**config.mk**
```make
export PLATFORM = sky130hd
export DESIGN_NAME = sts3c_tx_oh_inserter
export DESIGN_NICKNAME = d
export VERILOG_FILES = /design/src/rtl/sts_tx_pkg.sv /design/src/rtl/sts_pos_cnt.sv /design/src/rtl/sts_oh_mux.sv /design/src/rtl/sts_frame_scr.sv /design/src/rtl/sts3c_tx_oh_inserter.sv
export SDC_FILE = /design/constraint.sdc
export NUM_CORES = 1
export LEC_CHECK = 0
export ABC_AREA = 1
export BUFFER_PORTS_ARGS = -buffer_cell sky130_fd_sc_hd__buf_2
export CORE_ASPECT_RATIO = 0.7
export CORE_MARGIN = 3
export CORE_UTILIZATION = 60
export DETAILED_ROUTE_END_ITERATION = 16
export PLACE_DENSITY_LB_ADDON = 0.25
export SETUP_SLACK_MARGIN = 0.5
export SYNTH_ARGS = -nofsm -noshare
export SYNTH_HDL_FRONTEND = slang
export SYNTH_HIERARCHICAL = 1
export SYNTH_SLANG_ARGS = --single-unit
```
**constraint.sdc**
```tcl
create_clock -name clk_i -period 3.52 [get_ports clk_i]
set_input_delay 0.528 -clock clk_i [delete_from_list [all_inputs] [get_ports clk_i]]
set_output_delay 0.528 -clock clk_i [all_outputs]
set_load 0.005 [all_outputs]
```
**src/rtl/sts_tx_pkg.sv**
```systemverilog
package sts_tx_pkg;
  localparam logic [7:0] FRAME_A1  = 8'hF6;
  localparam logic [7:0] FRAME_A2  = 8'h28;
  // first pair: NDF 0110, SS 00, offset 10_0000_1010 (522)
  localparam logic [7:0] H1_PTR    = {4'b0110, 2'b00, 2'b10};
  localparam logic [7:0] H2_PTR    = 8'h0A;
  // concatenation indication: NDF 1001, SS 00, offset all ones
  localparam logic [7:0] H1_CAT    = {4'b1001, 2'b00, 2'b11};
  localparam logic [7:0] H2_CAT    = 8'hFF;
  localparam int         PTR_ROW   = 3;
  localparam int         SCR_BITS  = 7;
  localparam logic [SCR_BITS-1:0] SCR_SEED = '1;
endpackage

```
**src/rtl/sts_pos_cnt.sv**
```systemverilog
module sts_pos_cnt #(
  parameter int ROWS  = 9,
  parameter int COLS  = 270,
  localparam int ROW_W = $clog2(ROWS),
  localparam int COL_W = $clog2(COLS)
) (
  input  logic             clk_i,
  input  logic             rst_ni,
  input  logic             en_i,
  output logic [ROW_W-1:0] row_o,
  output logic [COL_W-1:0] col_o,
  output logic             first_o
);
  localparam logic [ROW_W-1:0] ROW_LAST = ROW_W'(ROWS - 1);
  localparam logic [COL_W-1:0] COL_LAST = COL_W'(COLS - 1);

  logic [ROW_W-1:0] row_q;
  logic [COL_W-1:0] col_q;

  always_ff @(posedge clk_i or negedge rst_ni) begin
    if (!rst_ni) begin
      row_q <= '0;
      col_q <= '0;
    end else if (en_i) begin
      if (col_q == COL_LAST) begin
        col_q <= '0;
        row_q <= (row_q == ROW_LAST) ? '0 : row_q + 1'b1;
      end else begin
        col_q <= col_q + 1'b1;
      end
    end
  end

  assign row_o   = row_q;
  assign col_o   = col_q;
  assign first_o = (row_q == '0) && (col_q == '0);
endmodule

```
**src/rtl/sts_oh_mux.sv**
```systemverilog
module sts_oh_mux
  import sts_tx_pkg::*;
#(
  parameter int         N_STS      = 3,
  parameter int         ROW_W      = 4,
  parameter int         COL_W      = 9,
  parameter logic [7:0] TRACE_BYTE = 8'h01
) (
  input  logic [ROW_W-1:0] row_i,
  input  logic [COL_W-1:0] col_i,
  input  logic [7:0]       payload_i,
  input  logic             ais_i,
  input  logic             uneq_i,
  output logic [7:0]       raw_o,
  output logic             scr_zone_o,
  output logic             seed_o
);
  localparam logic [COL_W-1:0] C_N   = COL_W'(N_STS);
  localparam logic [COL_W-1:0] C_2N  = COL_W'(2 * N_STS);
  localparam logic [COL_W-1:0] C_TOH = COL_W'(3 * N_STS);
  localparam logic [ROW_W-1:0] R_PTR = ROW_W'(PTR_ROW);

  always_comb begin
    raw_o      = 8'h00;
    scr_zone_o = 1'b1;
    if (col_i < C_TOH) begin
      if (row_i == '0) begin
        scr_zone_o = 1'b0;
        if (col_i < C_N)       raw_o = FRAME_A1;
        else if (col_i < C_2N) raw_o = FRAME_A2;
        else                   raw_o = TRACE_BYTE;
      end else if (row_i == R_PTR) begin
        if (ais_i)              raw_o = 8'hFF;
        else if (col_i == '0)   raw_o = H1_PTR;
        else if (col_i < C_N)   raw_o = H1_CAT;
        else if (col_i == C_N)  raw_o = H2_PTR;
        else if (col_i < C_2N)  raw_o = H2_CAT;
        else                    raw_o = 8'h00;  // H3: no justification
      end
    end else begin
      raw_o = ais_i ? 8'hFF : (uneq_i ? 8'h00 : payload_i);
    end
  end

  assign seed_o = (row_i == '0) && (col_i == C_TOH);
endmodule

```
**src/rtl/sts_frame_scr.sv**
```systemverilog
module sts_frame_scr
  import sts_tx_pkg::*;
(
  input  logic       clk_i,
  input  logic       rst_ni,
  input  logic       step_i,
  input  logic       seed_i,
  output logic [7:0] key_o
);
  logic [SCR_BITS-1:0] st_q;
  logic [SCR_BITS-1:0] chain [0:8];

  assign chain[0] = seed_i ? SCR_SEED : st_q;

  for (genvar g = 0; g < 8; g++) begin : g_bit
    assign key_o[7-g]  = chain[g][SCR_BITS-1];
    assign chain[g+1]  = {chain[g][SCR_BITS-2:0],
                          chain[g][SCR_BITS-1] ^ chain[g][SCR_BITS-2]};
  end

  always_ff @(posedge clk_i or negedge rst_ni) begin
    if (!rst_ni)     st_q <= SCR_SEED;
    else if (step_i) st_q <= chain[8];
  end
endmodule

```
**src/rtl/sts3c_tx_oh_inserter.sv**
```systemverilog
module sts3c_tx_oh_inserter #(
  parameter int         N_STS      = 3,
  parameter int         ROWS       = 9,
  parameter logic [7:0] TRACE_BYTE = 8'h01
) (
  input  logic       clk_i,
  input  logic       rst_ni,
  input  logic       byte_en_i,
  input  logic [7:0] payload_i,
  input  logic       ais_i,
  input  logic       uneq_i,
  input  logic       scr_inh_i,
  output logic       frame_start_o,
  output logic [7:0] data_o
);
  localparam int COLS  = 90 * N_STS;
  localparam int ROW_W = $clog2(ROWS);
  localparam int COL_W = $clog2(COLS);

  logic [ROW_W-1:0] row_w;
  logic [COL_W-1:0] col_w;
  logic             first_w, scr_zone_w, seed_w;
  logic [7:0]       raw_w, key_w;
  logic [7:0]       data_q;
  logic             fs_q;

  sts_pos_cnt #(.ROWS(ROWS), .COLS(COLS)) i_pos (
    .clk_i  (clk_i),
    .rst_ni (rst_ni),
    .en_i   (byte_en_i),
    .row_o  (row_w),
    .col_o  (col_w),
    .first_o(first_w)
  );

  sts_oh_mux #(
    .N_STS(N_STS), .ROW_W(ROW_W), .COL_W(COL_W), .TRACE_BYTE(TRACE_BYTE)
  ) i_mux (
    .row_i     (row_w),
    .col_i     (col_w),
    .payload_i (payload_i),
    .ais_i     (ais_i),
    .uneq_i    (uneq_i),
    .raw_o     (raw_w),
    .scr_zone_o(scr_zone_w),
    .seed_o    (seed_w)
  );

  sts_frame_scr i_scr (
    .clk_i (clk_i),
    .rst_ni(rst_ni),
    .step_i(byte_en_i && scr_zone_w),
    .seed_i(seed_w),
    .key_o (key_w)
  );

  always_ff @(posedge clk_i or negedge rst_ni) begin
    if (!rst_ni) begin
      data_q <= 8'h00;
      fs_q   <= 1'b0;
    end else if (byte_en_i) begin
      data_q <= raw_w ^ ((scr_zone_w && !scr_inh_i) ? key_w : 8'h00);
      fs_q   <= first_w;
    end else begin
      fs_q   <= 1'b0;
    end
  end

  assign data_o        = data_q;
  assign frame_start_o = fs_q;
endmodule

```
==> flow_metrics.tcl, run 1 <==
set metrics [dict create \
    outcome "completed" \
    io_buffers 22 \
    drive_gt1_frac 0.2191 \
    clock-skew-final_ns 0.008211 \
    critPathMaxStageDelay_ns 0.71 \
    fin_cells 406 \
    dp_hpwl_um 3901 \
    grt_pass1_wl_um 9121 \
    fin_nets 374 \
    clock-sinks 29 \
    crit_top_cell "nand2_1" \
    clock_path_buffers 2 \
    drtAntennaViolNets 0 \
    clock_tree.root_cell "clkbuf_8" \
    critPathArrivalTime_ns 2.62 \
    synth-edff-count 0 \
    end_kind "flop" \
    design.core.area_mm2 0.003626 \
    antenna_cells 0 \
    grt-ovfl-total 0 \
    start_util 0.6422 \
    drc 0 \
    fin_crit_ns 2.439 \
    routed_wl_um 5311 \
    ir_drop_uv 547.5 \
    pwr_density_cell_mw_per_mm2 838.4 \
    worstPathRequired_ns 3.70 \
    async_flop_share 1.000 \
    grt_pass1_vias 1976 \
    dp.cells 398 \
    wl_per_cell_um 13.08 \
    die_x_um 80.46 \
    holdWs_ns 0.2784 \
    synth_area_leaders "dfrtp_1, nand2_1, dfstp_2" \
    grt_max_degree 30 \
    synth_common_cells "nand2_1, inv_1, nand3_1" \
    track_usage 0.2515 \
    path_buf_inv 1 \
    pin_count 23 \
    crit_type "flop to flop" \
    post-route-period-util 0.6929 \
    cts_tree "built" \
    drt_first_pass_iters 4 \
    hold_path_class "primary input to async pin" \
    area_delta_synth_final_pct 6.126 \
    synth_cell_types 36 \
    power.total_uw 2072 \
    syn_area_per_cell_um2 6.848 \
    num_rows 18 \
    num_vias 2146 \
    globalplace.congestion 0.8551 \
    worst-path-max-fanout 7 \
    cp_top_family "simple AND/OR/NAND/NOR gates" \
    cts_resized 0 \
    syn_inst 340 \
    h-tree-depth 2 \
    die-area_mm2 0.004676 \
    maxCapViolCount 0 \
    cts_setup_buffers 0 \
    tightest_slew_ns 0.9316 \
    hold_violations 0 \
    syn-cell-area_mm2 0.002328 \
    max_freq_ghz 0.4100 \
    final_core_utilization 0.6815 \
    p_leak_uw 0.001363 \
    drt_iter0_markers 251 \
    grt_antenna_before_repair 0 \
    worstPathCellList "nor2_2 > nand3_1 > inv_1 > nand2_1 > nor3_1 > nor2_1 > nand2_1 > nand2_2 > nand3_2 > nand2_1 > nand3_1 > nand2_1" \
    clkLatencyLatePin_ns 0.28 \
    hold_buffers 0 \
    cp_slowest_cell "nor3_1" \
    rsz0062_at_grt "no" \
    via_per_inst 5.286 \
    clkTransAtPathRegs_ns 0.07 \
    synth-seq-cells 29 \
    start_kind "flop" \
    setup_violations 0 \
    finalMaxSlewViolations 0 \
    numCtsBuffers 5 \
    yosysSeqAreaShare 0.3154 \
    synth_fp_nets 359 \
    slew_headroom 0.3741 \
    synthFlopType "dfrtp_1" \
    synth_top_area_share 0.2364 \
    yosys_warnings 6 \
    synth_largest_area_cell "dfrtp_1" \
    fp.dieH_um 58.12 \
    tns_ns 0 \
    synth_most_common_cell "nand2_1" \
]
per-layer routing:
| metal | vias to the layer above | track usage | routed length [µm] |
|---|---|---|---|
| met2 | 67 | 0.3679 | 2233 |
| met5 | - | 0 | 0 |
| li1 | 1086 | - | - |
| met1 | 984 | 0.3781 | 2703 |
| met4 | 0 | 0.05542 | 42 |
| met3 | 9 | 0.05901 | 332 |
final timing paths:
path                       cells after the start  slack, ns           start        endpoint
max                                           12       1.08  i_pos/row_o[3]       data_o[0]
min                                            1       0.28          rst_ni       data_o[0]
max reg2reg                                   12       1.08  i_pos/row_o[3]       data_o[0]
min reg2reg                                    2       0.49       data_o[3]       data_o[3]
max in group asynchronous                      1       2.80          rst_ni  i_pos/row_o[2]
min in group clk_i                             2       0.49       data_o[3]       data_o[3]
placed cells by master (no fill, tap or decap), types with 2 or more instances in the layout:
cell type / n
xor2_1: 3
nand3_1: 32
inv_1: 44
nor2_2: 6
nand2_1: 102
nand3_2: 2
a21oi_1: 14
nand2_4: 2
buf_2: 22
dfrtp_1: 22
nand3b_1: 2
nand4_1: 12
inv_2: 7
o21ai_0: 2
dfstp_2: 7
nor2_1: 30
clkinv_4: 2
nand2_2: 11
a21oi_2: 3
nor2_4: 6
clkbuf_8: 6
ha_1: 5
nor3_1: 3
power breakdown:
part           internal, µW  switching [µW]  leakage, µW
registers               505             181     0.000349
clock network           158             140    0.0000512
logic                   392             695     0.000963
area by class of cell:
class | instances | area [µm²]
clock inverters | 2 | 13.76
clock buffers | 6 | 82.58
multi-input cells | 245 | 1267
fillers | 325 | 1155
inverters | 52 | 200.2
repair buffers | 22 | 110.1
flip-flops and latches | 29 | 734.5
well taps | 50 | 62.56
logic make-up (layout without fill, tap and decap cells):
| family | Yosys count | after routing | synth area share |
|---|---|---|---|
| and+or+nand+nor | 212 | 212 | 0.4379 |
| adders and majority gates | 5 | 5 | 0.02687 |
| xor gates and xnor gates | 4 | 4 | 0.01505 |
| buffers and inverters | 66 | 82 | 0.1403 |
| DFF | 29 | 29 | 0.3154 |
| AOI/OAI and AO/OA | 24 | 24 | 0.06449 |
state kept, by name, summed over array words and instances (netlist names):
name,count
i_scr/st_q,7
i_pos/col_o,9
data_o,8
frame_start_o,1
i_pos/row_o,4
per-stage QoR:
stage	cell area [µm²]	worst slack [ns]
2_1_floorplan	2328	1.551
3_3_place_gp	2375	1.187
3_5_place_dp	2375	1.166
4_1_cts	2471	1.150
5_1_grt	2471	0.9143
6_report	2471	1.081
Power figures use the tool's default switching activity.
==> inputs of run 2 (changes only) <==
--- a/config.mk
+++ b/config.mk
@@ -9,7 +9,7 @@
 export BUFFER_PORTS_ARGS = -buffer_cell sky130_fd_sc_hd__buf_2
 export CORE_ASPECT_RATIO = 0.7
 export CORE_MARGIN = 3
-export CORE_UTILIZATION = 60
+export CORE_UTILIZATION = 54
 export DETAILED_ROUTE_END_ITERATION = 16
 export PLACE_DENSITY_LB_ADDON = 0.25
 export SETUP_SLACK_MARGIN = 0.5
==> constraint.sdc (replaced) <==
create_clock -name clk_i -period 2 [get_ports clk_i]
set_input_delay 0.3 -clock clk_i [delete_from_list [all_inputs] [get_ports clk_i]]
set_output_delay 0.3 -clock clk_i [all_outputs]
set_load 0.005 [all_outputs]
==> flow_metrics.tcl, run 2 (same netlist as run 1, synthesis figures left out) <==
set metrics [dict create \
    maxCapViolCount 0 \
    stdcell_area_mm2 0.003049 \
    crit_type "flop to flop" \
    critPathArrivalTime_ns 1.97 \
    die-area_mm2 0.005149 \
    worst-path-max-fanout 7 \
    routed_wl_um 6735 \
    holdWs_ns 0.05677 \
    drive_gt1_frac 0.4257 \
    numCtsBuffers 5 \
    tns_ns 0 \
    pwr_density_cell_mw_per_mm2 1589 \
    clock_tree.root_cell "clkbuf_8" \
    grt_pass1_vias 2075 \
    grt_pass1_wl_um 9880 \
    hold_path_class "primary input to async pin" \
    drtAntennaViolNets 0 \
    grt-ovfl-total 0 \
    outcome "completed" \
    fillers 278 \
    cts_tree "built" \
    layout_common_cells "nand2_1, inv_1, buf_4, nand3_1, nor2_1" \
    pin_count 23 \
    track_usage 0.2456 \
    drt_iter0_markers 286 \
    fin_nets 415 \
    worstPathRequired_ns 2.18 \
    placed_area_mm2 0.002445 \
    clock-skew-final_ns 0.004954 \
    end_kind "flop" \
    post-route-period-util 0.8962 \
    p_leak_uw 0.001612 \
    antenna_cells 0 \
    via_per_inst 5.555 \
    start_kind "flop" \
    fp.dieH_um 60.94 \
    grt_antenna_before_repair 0 \
    area_delta_synth_final_pct 30.95 \
    place_ws_ns 0.1342 \
    grt_max_degree 30 \
    largest_reg_flops 9 \
    slew_headroom 0.5363 \
    clock_path_buffers 2 \
    max_freq_ghz 0.5579 \
    dp_hpwl_um 3817 \
    fin_crit_ns 1.792 \
    hold_violations 0 \
    h-tree-depth 2 \
    io_buffers 22 \
    start_util 0.5762 \
    power.total_uw 4846 \
    rsz0062_at_grt "yes" \
    die_x_um 84.49 \
    clock-sinks 29 \
    drt_first_pass_iters 5 \
    clkTransAtPathRegs_ns 0.07 \
    design.core.area_mm2 0.004041 \
    r2r_setup_slack_ns 0.21 \
    tightest_slew_ns 0.6955 \
    wl_per_cell_um 15.00 \
    ir_drop_uv 1075 \
    final_common_cell "nand2_1" \
    clkLatencyLatePin_ns 0.29 \
    setup_violations 0 \
    num_vias 2494 \
    drc 0 \
    num_rows 19 \
    setup_ws_ns 0.2076 \
    finalMaxSlewViolations 0 \
    globalplace.congestion 0.8866 \
]
run 2: cell count changes in the layout (fill, tap and decap cells not counted), sizes merged:
cell	change
clkinvlp	+1
clkinv	-1
buf	+41
inv	-1
bufinv	+1
run 2: per-layer routing:
| metal | up-vias | GRT usage | routed length (µm) |
|---|---|---|---|
| met2 | 159 | 0.3746 | 2877 |
| met5 | - | 0 | 0 |
| met1 | 1131 | 0.3621 | 3016 |
| met4 | 0 | 0.06095 | 216 |
| li1 | 1169 | - | - |
| met3 | 35 | 0.04749 | 625 |
run 2: report_power, final:
part | total [µW] | switching [µW] | internal (µW)
combinational | 2980 | 1720 | 1270
sequential | 1220 | 316 | 903
clock | 645 | 240 | 405
run 2: critical path, stage by stage (launching register included):
cell and delay, ns:
dfrtp_1 0.41, nor2_4 0.13, nand3_2 0.12, inv_2 0.09
nand2_2 0.07, nor3_4 0.16, buf_6 0.18, nor2_1 0.12
inv_2 0.13, nand4_1 0.10, nand3_1 0.10, nand2_1 0.05
run 2: final cells by class:
class / count / area, µm² / area share
sequential: 29 / 744.5 / 0.2442
clock inverter: 2 / 37.54 / 0.01231
inverter: 52 / 225.2 / 0.07386
clock buffer: 6 / 82.58 / 0.02708
timing repair buffer: 63 / 456.7 / 0.1498
tap: 52 / 65.06 / 0.02134
multi-input combinational: 245 / 1438 / 0.4715
run 2: path summary, 6_finish.rpt:
path,start,end,cells past startpoint
max,i_pos/row_o[2],data_o[1],11
min,rst_ni,frame_start_o,1
max reg2reg,i_pos/row_o[2],data_o[1],11
min reg2reg,data_o[4],data_o[4],2
max in group asynchronous,rst_ni,i_pos/col_o[3],1
min in group clk_i,byte_en_i,frame_start_o,3
run 2: through the flow:
stage,std cells,util
2_1_floorplan,340,-
3_3_place_gp,404,0.6050
3_5_place_dp,404,0.6050
4_1_cts,435,0.7062
5_1_grt,449,0.7545
6_report,449,0.7545
run 2: timing repair:
item	in CTS	in global routing
endpoints found under the setup margin	15	23
hold buffers	0	0
pin swaps	30	11
gates cloned	0	1
buffers inserted	23	13
gates resized for setup	38	25
